[src/rtl/io_win_pkg.sv]
package io_win_pkg;

  // Per-access control word handed from the decoder to the datapath
  typedef struct packed {
    logic rd;       // read in 16-bit mode (legal or not)
    logic illegal;  // access rejected
    logic pass;     // 32-bit mode: passed on unclassified
    logic storeRd;
    logic storeWr;
    logic byteAcc;  // store read is a single byte
    logic hiHalf;   // upper lane pair selected
    logic ptrRd;
    logic ptrWr;
    logic dpRd;
    logic dpWr;
    logic rstRd;
    logic rstWr;
    logic auxRd;
    logic auxWr;
  } ctlStb_t;

endpackage

[src/rtl/io_win_ctrl.sv]
module io_win_ctrl
  import io_win_pkg::*;
#(
  parameter int OFF_W = 5,
  parameter int BE_W  = 4
) (
  input  logic             clk,
  input  logic             rstN,
  input  logic             softReset,
  input  logic             accValid,
  input  logic             accWrite,
  input  logic [OFF_W-1:0] accOffset,
  input  logic [BE_W-1:0]  accBeN,
  output ctlStb_t          stb,
  output logic             dwordMode
);

  localparam int HI = OFF_W - 1;
  localparam logic [OFF_W-1:0] DP_OFF = {1'b1, {(OFF_W-1){1'b0}}};
  localparam logic [BE_W-1:0] LO_PAIR = {{(BE_W/2){1'b1}}, {(BE_W/2){1'b0}}};
  localparam logic [BE_W-1:0] HI_PAIR = {{(BE_W/2){1'b0}}, {(BE_W/2){1'b1}}};

  logic             modeQ;
  logic [BE_W-1:0]  byteMask;
  logic             byteOk, wordLo, wordHi, wordOk;
  logic             isStore, isPort, isDword;

  always_comb begin
    byteMask = ~(BE_W'(1) << accOffset[1:0]);
    byteOk   = (accBeN == byteMask);
    wordLo   = (accOffset[1:0] == 2'b00) && (accBeN == LO_PAIR);
    wordHi   = (accOffset[1:0] == 2'b10) && (accBeN == HI_PAIR);
    wordOk   = wordLo || wordHi;
    isStore  = !accOffset[HI];
    isPort   = (accOffset[HI:HI-1] == 2'b10);
    isDword  = accWrite && (accOffset == DP_OFF) && (accBeN == '0);
  end

  always_comb begin
    stb = '0;
    if (accValid) begin
      if (modeQ) begin
        stb.pass = 1'b1;
      end else begin
        stb.rd     = !accWrite;
        stb.hiHalf = accOffset[1];
        if (isDword) begin
          stb.dpWr = 1'b1;
        end else if (isStore && !accWrite && (byteOk || wordOk)) begin
          stb.storeRd = 1'b1;
          stb.byteAcc = byteOk;
        end else if (isStore && accWrite && wordOk) begin
          stb.storeWr = 1'b1;
        end else if (isPort && wordOk) begin
          unique case (accOffset[2:1])
            2'b00:   if (accWrite) stb.dpWr  = 1'b1; else stb.dpRd  = 1'b1;
            2'b01:   if (accWrite) stb.ptrWr = 1'b1; else stb.ptrRd = 1'b1;
            2'b10:   if (accWrite) stb.rstWr = 1'b1; else stb.rstRd = 1'b1;
            default: if (accWrite) stb.auxWr = 1'b1; else stb.auxRd = 1'b1;
          endcase
        end else begin
          stb.illegal = 1'b1;
        end
      end
    end
  end

  // Sticky 32-bit mode flag: only the two resets clear it
  always_ff @(posedge clk or negedge rstN) begin
    if (!rstN)                            modeQ <= 1'b0;
    else if (softReset)                   modeQ <= 1'b0;
    else if (accValid && !modeQ && isDword) modeQ <= 1'b1;
  end

  assign dwordMode = modeQ;

  assert_mode_sticky_R7: assert property (@(posedge clk) disable iff (!rstN)
    (modeQ && !softReset) |=> modeQ);

  assert_mode_set_R6: assert property (@(posedge clk) disable iff (!rstN)
    (accValid && accWrite && accOffset == DP_OFF && accBeN == '0 && !softReset) |=> modeQ);

  assert_soft_clear_R7: assert property (@(posedge clk) disable iff (!rstN)
    softReset |=> !modeQ);

endmodule

[src/rtl/io_win_dp.sv]
module io_win_dp
  import io_win_pkg::*;
#(
  parameter int DATA_W      = 16,
  parameter int PTR_W       = 7,
  parameter int STORE_BYTES = 16
) (
  input  logic                    clk,
  input  logic                    rstN,
  input  logic                    softReset,
  input  ctlStb_t                 stb,
  input  logic [$clog2(STORE_BYTES)-1:0] accOffset,
  input  logic [2*DATA_W-1:0]     accWdata,
  input  logic [DATA_W-1:0]       dataPortIn,
  input  logic [DATA_W-1:0]       resetPortIn,
  input  logic [DATA_W-1:0]       auxPortIn,
  output logic [DATA_W-1:0]       rdData,
  output logic                    rdValid,
  output logic                    illegal,
  output logic                    passThru,
  output logic                    dataPortRd,
  output logic                    dataPortWr,
  output logic                    resetPortRd,
  output logic                    resetPortWr,
  output logic                    auxPortRd,
  output logic                    auxPortWr,
  output logic [DATA_W-1:0]       wrData,
  output logic [PTR_W-1:0]        ptrSel
);

  localparam int AW = $clog2(STORE_BYTES);
  localparam int BW = DATA_W / 2;

  logic [BW-1:0]     storeQ [STORE_BYTES];
  logic [DATA_W-1:0] wSel, rdNext;
  logic [AW-1:0]     baseIdx, oddIdx;
  logic [PTR_W-1:0]  ptrQ;
  logic [DATA_W-1:0] rdDataQ, wrDataQ;
  logic rdValidQ, illegalQ, passQ;
  logic dpRdQ, dpWrQ, rstRdQ, rstWrQ, auxRdQ, auxWrQ;

  assign wSel    = stb.hiHalf ? accWdata[DATA_W +: DATA_W] : accWdata[0 +: DATA_W];
  assign baseIdx = {accOffset[AW-1:1], 1'b0};
  assign oddIdx  = {accOffset[AW-1:1], 1'b1};

  // One register per store byte; a word write covers an even/odd pair
  for (genvar i = 0; i < STORE_BYTES; i++) begin : g_store
    always_ff @(posedge clk or negedge rstN) begin
      if (!rstN)                                   storeQ[i] <= '0;
      else if (stb.storeWr && baseIdx == AW'(i))   storeQ[i] <= wSel[BW-1:0];
      else if (stb.storeWr && oddIdx == AW'(i))    storeQ[i] <= wSel[DATA_W-1:BW];
    end
  end

  always_ff @(posedge clk or negedge rstN) begin
    if (!rstN)          ptrQ <= '0;
    else if (softReset) ptrQ <= '0;
    else if (stb.ptrWr) ptrQ <= wSel[PTR_W-1:0];
  end

  always_comb begin
    rdNext = '0;
    if (stb.illegal)      rdNext = '1;
    else if (stb.storeRd) rdNext = stb.byteAcc ? DATA_W'(storeQ[accOffset])
                                               : {storeQ[oddIdx], storeQ[baseIdx]};
    else if (stb.ptrRd)   rdNext = DATA_W'(ptrQ);
    else if (stb.dpRd)    rdNext = dataPortIn;
    else if (stb.rstRd)   rdNext = resetPortIn;
    else if (stb.auxRd)   rdNext = auxPortIn;
  end

  always_ff @(posedge clk or negedge rstN) begin
    if (!rstN) begin
      rdDataQ  <= '0;
      wrDataQ  <= '0;
      rdValidQ <= 1'b0;
      illegalQ <= 1'b0;
      passQ    <= 1'b0;
      dpRdQ    <= 1'b0;
      dpWrQ    <= 1'b0;
      rstRdQ   <= 1'b0;
      rstWrQ   <= 1'b0;
      auxRdQ   <= 1'b0;
      auxWrQ   <= 1'b0;
    end else begin
      if (stb.rd) rdDataQ <= rdNext;
      if (stb.dpWr || stb.rstWr || stb.auxWr) wrDataQ <= wSel;
      rdValidQ <= stb.rd;
      illegalQ <= stb.illegal;
      passQ    <= stb.pass;
      dpRdQ    <= stb.dpRd;
      dpWrQ    <= stb.dpWr;
      rstRdQ   <= stb.rstRd;
      rstWrQ   <= stb.rstWr;
      auxRdQ   <= stb.auxRd;
      auxWrQ   <= stb.auxWr;
    end
  end

  assign rdData      = rdDataQ;
  assign rdValid     = rdValidQ;
  assign illegal     = illegalQ;
  assign passThru    = passQ;
  assign dataPortRd  = dpRdQ;
  assign dataPortWr  = dpWrQ;
  assign resetPortRd = rstRdQ;
  assign resetPortWr = rstWrQ;
  assign auxPortRd   = auxRdQ;
  assign auxPortWr   = auxWrQ;
  assign wrData      = wrDataQ;
  assign ptrSel      = ptrQ;

  assert_one_pulse_R1: assert property (@(posedge clk) disable iff (!rstN)
    $onehot0({illegalQ, passQ, dpRdQ, dpWrQ, rstRdQ, rstWrQ, auxRdQ, auxWrQ}));

  assert_illegal_ones_R5: assert property (@(posedge clk) disable iff (!rstN)
    (illegalQ && rdValidQ) |-> (rdDataQ == '1));

  assert_ptr_clear_R4: assert property (@(posedge clk) disable iff (!rstN)
    $past(softReset) |-> (ptrQ == '0));

  assert_pass_quiet_R8: assert property (@(posedge clk) disable iff (!rstN)
    passQ |-> !rdValidQ);

endmodule

[src/rtl/io_win_dec.sv]
module io_win_dec
  import io_win_pkg::*;
#(
  parameter int OFF_W       = 5,
  parameter int BE_W        = 4,
  parameter int DATA_W      = 16,
  parameter int PTR_W       = 7,
  parameter int STORE_BYTES = 16
) (
  input  logic                clk,
  input  logic                rstN,
  input  logic                softReset,
  input  logic                accValid,
  input  logic                accWrite,
  input  logic [OFF_W-1:0]    accOffset,
  input  logic [BE_W-1:0]     accBeN,
  input  logic [2*DATA_W-1:0] accWdata,
  input  logic [DATA_W-1:0]   dataPortIn,
  input  logic [DATA_W-1:0]   resetPortIn,
  input  logic [DATA_W-1:0]   auxPortIn,
  output logic [DATA_W-1:0]   rdData,
  output logic                rdValid,
  output logic                illegal,
  output logic                passThru,
  output logic                dataPortRd,
  output logic                dataPortWr,
  output logic                resetPortRd,
  output logic                resetPortWr,
  output logic                auxPortRd,
  output logic                auxPortWr,
  output logic [DATA_W-1:0]   wrData,
  output logic [PTR_W-1:0]    ptrSel,
  output logic                dwordMode
);

  localparam int AW = $clog2(STORE_BYTES);

  ctlStb_t stb;

  io_win_ctrl #(.OFF_W(OFF_W), .BE_W(BE_W)) u_ctrl (
    .clk       (clk),
    .rstN      (rstN),
    .softReset (softReset),
    .accValid  (accValid),
    .accWrite  (accWrite),
    .accOffset (accOffset),
    .accBeN    (accBeN),
    .stb       (stb),
    .dwordMode (dwordMode)
  );

  io_win_dp #(.DATA_W(DATA_W), .PTR_W(PTR_W), .STORE_BYTES(STORE_BYTES)) u_dp (
    .clk         (clk),
    .rstN        (rstN),
    .softReset   (softReset),
    .stb         (stb),
    .accOffset   (accOffset[AW-1:0]),
    .accWdata    (accWdata),
    .dataPortIn  (dataPortIn),
    .resetPortIn (resetPortIn),
    .auxPortIn   (auxPortIn),
    .rdData      (rdData),
    .rdValid     (rdValid),
    .illegal     (illegal),
    .passThru    (passThru),
    .dataPortRd  (dataPortRd),
    .dataPortWr  (dataPortWr),
    .resetPortRd (resetPortRd),
    .resetPortWr (resetPortWr),
    .auxPortRd   (auxPortRd),
    .auxPortWr   (auxPortWr),
    .wrData      (wrData),
    .ptrSel      (ptrSel)
  );

endmodule

[config.mk]
export PLATFORM = sky130hd
export DESIGN_NAME = io_win_dec
export DESIGN_NICKNAME = d
export VERILOG_FILES = /design/src/rtl/io_win_pkg.sv /design/src/rtl/io_win_ctrl.sv /design/src/rtl/io_win_dp.sv /design/src/rtl/io_win_dec.sv
export SDC_FILE = /design/constraint.sdc
export NUM_CORES = 1
export LEC_CHECK = 0
export BUFFER_PORTS_ARGS = -buffer_cell sky130_fd_sc_hd__buf_2
export CORE_ASPECT_RATIO = 0.75
export CORE_MARGIN = 5
export CORE_UTILIZATION = 55
export CTS_CLUSTER_SIZE = 10
export DETAILED_ROUTE_END_ITERATION = 8
export MAX_ROUTING_LAYER = met4
export PLACE_DENSITY = 0.89
export SETUP_SLACK_MARGIN = 0.05
export SLEW_MARGIN = 20
export SYNTH_ARGS = -nofsm -noshare
export SYNTH_HDL_FRONTEND = slang
export SYNTH_SLANG_ARGS = --single-unit
export TNS_END_PERCENT = 10
[constraint.sdc]
create_clock -name clk -period 2.48 [get_ports clk]
set_clock_uncertainty 0.15 [all_clocks]
set_input_delay 0.124 -clock clk [delete_from_list [all_inputs] [get_ports clk]]
set_output_delay 0.124 -clock clk [all_outputs]
set_load 0.02 [all_outputs]
==> flow_metrics.py <==
metrics = {
    "synthesis": {
        "syn_avg_cell_area_um2": 12.3,
        "seq_area_frac_synth": 0.459,
        "synth_top_cell_by_area": "dfrtp_1",
        "synth_cell_type_count": 52,
        "ys_warn_count": 0,
        "synthesis.area_um2": 9640,
        "synthCells": 781,
        "ys_top_cells_by_area": "dfrtp_1 46%, mux4_2 16%, mux2_2 11%",
        "syn_nets": 875,
        "synth_edf_count": 0,
        "synthDominantCellAreaShare": 0.459,
        "synth-seq-cells": 177,
        "synth_flop_cell": "dfrtp_1",
        "ys_async_sr_fraction": 1.00,
    },
    "route": {
        "vias_per_cell": 6.45,
        "routedWlPerCell_um": 23.5,
        "drt-initial-drc-count": 804,
        "post-route-drc-count": 0,
        "postRouteAntennaNets": 0,
        "wl_um": 28900,
        "num_vias": 7910,
        "dr.pass1.iters": 6,
    },
    "timing": {
        "slew_headroom": 0.528,
        "drv_slew": 0,
        "tns_ns": 0,
        "period_share": 0.950,
        "layout_setup_ws_ns": 0.123,
        "tightest_slew_ns": 0.708,
        "rsz0062_at_grt": "false",
        "fin_crit_ns": 2.36,
        "max_clock_freq_mhz": 424,
        "finalSetupViolations": 0,
        "hold_viol": 0,
    },
    "clock_network": {
        "cts.sinks": 177,
        "cts_tree": "done",
        "cts_setup_buffers": 0,
        "insertion_delay_ns": 0.44,
        "path_clk_slew_ns": 0.07,
        "clock-root-buffer": "clkbuf_16",
        "clockBufferDepth": 2,
        "htreeDepth": 4,
        "numCtsBuffers": 17,
    },
    "power_and_ir_drop": {
        "powerDensity_nw_per_um2": 545,
        "p_clk_frac": 0.403,
        "p_comb_frac": 0.130,
        "seqPwrFrac": 0.467,
        "switching_share": 0.275,
        "intPower_uw": 4670,
        "p_switching_uw": 1770,
        "peakVddDrop_v": 0.000484,
        "leakage_uw": 0.00555,
    },
    "floorplan": {
        "die_y_um": 125,
        "initial_utilization": 0.566,
        "core_um2": 17000,
        "die_area_um2": 20300,
        "io_pins": 143,
        "die_w_um": 163,
        "std_cell_rows": 41,
    },
    "job": {
        "max_cap_viol_count": 0,
    },
    "critical_path": {
        "arrival_ns": 2.53,
        "r2r_slack_ns": 0.12,
        "end_kind": "flop",
        "endpoint": "u_dp.storeQ[48]",
        "r2r_start": "u_ctrl.dwordMode",
        "crit_fanout": 14,
        "cp_slowest_stage_delay_ns": 0.67,
        "crit_start": "u_ctrl.dwordMode",
        "start_kind": "flop",
        "worstSetupPathType": "reg -> reg",
        "worst_r2r_path_depth": 6,
        "crit_chain": "inv_1, nand3_2, buf_4, mux2i_1, dlygate4sd3_1, a21oi_1",
        "rr_endpoint": "u_dp.storeQ[48]",
        "slowest_stage": "dlygate4sd3_1",
        "worstPathRequired_ns": 2.65,
    },
    "cells_and_area": {
        "synthToLayoutAreaGrowth_pct": 22.6,
        "drive_above_1_share": 0.409,
        "utilization": 0.694,
        "layout.nets": 1071,
        "final_area_um2": 11800,
        "diodes": 0,
    },
    "placed_design": {
        "place_area_um2": 10800,
        "portBuffers": 142,
        "dpl.hpwl_um": 20300,
        "place_ws_ns": 0.0404,
        "gp_congestion": 1.01,
    },
    "worst_hold_path": {
        "worstHoldStart": "accWdata[11]",
        "holdCritPathClass": "in -> reg",
    },
    "grt": {
        "antenna_found_initial": 0,
        "grt_max_degree": 75,
        "gr-total-overflow": 0,
        "grt_pass1_vias": 8161,
        "grt_pass1_wl_um": 45500,
        "grt_use_total": 0.298,
    },
    "status": {
        "status": "finished clean",
    },
}
-- flip-flops by register name, summed over array words and instances, names as in the netlist --
name              count
u_dp.ptrSel           7
u_dp.dataPortWr       1
u_dp.auxPortRd        1
u_ctrl.dwordMode      1
u_dp.storeQ         128
u_dp.illegal          1
u_dp.wrData          16
u_dp.rdValid          1
u_dp.rdData          16
u_dp.passThru         1
u_dp.auxPortWr        1
u_dp.resetPortRd      1
u_dp.resetPortWr      1
u_dp.dataPortRd       1
-- cell families after synthesis --
group / Yosys count / synth area share
AO/OA/AOI/OAI: 151 / 0.0985
flip-flops: 177 / 0.459
AND/OR/NAND/NOR: 169 / 0.0844
buffers and inverters: 73 / 0.0352
multiplexers: 211 / 0.323
-- synthesized netlist by cell type (all sizes together) (6+ instances only) --
library cell / count
inv: 13
a22oi: 16
mux2: 97
clkbuf: 30
o21ai: 38
and2: 11
nand2: 49
o22ai: 10
o22a: 8
and3: 7
nor2: 68
mux2i: 44
nand3: 7
a21oi: 50
buf: 28
dfrtp: 177
o32ai: 6
mux4: 70
o31ai: 7
a211oi: 7
-- power groups by stage --
stage	sequential [uW]	combinational (uW)	clock, uW
after detailed placement	3060	766	0
after floorplan	3080	395	0
after CTS	3000	830	2610
after global routing	3010	900	2740
final	3010	836	2590
after global placement	3050	743	0
-- routing by layer --
metal  global-route usage  part of all wire  vias up
met5                    -                 0        -
li1                     -                 -     3337
met4               0.0957             0.027        0
met2                0.440              0.46      575
met1                0.391              0.39     3921
met3                0.102              0.12       77
-- per-stage QoR --
stage               power [uW]  instances  hold WS, ns
floorplan                 3480        781       -0.322
global placement          3800       1151       0.0388
detailed placement        3830       1151       0.0452
CTS                       6450       1226      0.00222
global route              6650       1226      0.00980
finish                    6440       1226       0.0129
-- final cells by class --
type,count,area [um^2]
clock inverters,13,119
repair buffers,235,1580
clock buffers,19,443
multi-input cells,531,4890
flip-flops and latches,177,4430
fillers,1146,5220
well taps,236,295
inverters,15,56.3
-- cell usage in the layout (no fill, tap or decap), types with 7 or more instances in the layout --
cell type,instances
mux2_2,97
and2_1,11
nor2_1,68
mux4_2,70
nand2_1,45
clkbuf_16,17
a22oi_1,16
o21ai_0,35
a21oi_1,50
and3_1,7
mux2i_1,44
buf_4,48
o22ai_1,10
o22a_1,8
buf_2,139
inv_1,12
o31ai_1,7
dfrtp_1,177
a211oi_1,7
dlygate4sd3_1,43
-- how the worst min path moves through the flow --
stage,endpoint,depth (start not counted)
after floorplan,u_ctrl.dwordMode,0
after global placement,u_dp.wrData[0],1
after detailed placement,u_dp.ptrSel[0],1
after CTS,u_dp.storeQ[83],3
after global routing,u_dp.rdData[15],4
final,u_dp.storeQ[83],3
-- critical path: cells and delay by family (launching register included) --
family,cells,cell delay [ns]
flip-flops,1,0.38
AND/OR/NAND/NOR,1,0.11
multiplexers,1,0.48
buffers and inverters,3,1.04
AO/OA/AOI/OAI,1,0.07
-- timing repair --
item,in CTS,in global routing
hold buffers,43,0
hold endpoints to repair,147,0
resized for setup,0,0
No activity file was read; power rests on OpenSTA's default activity.
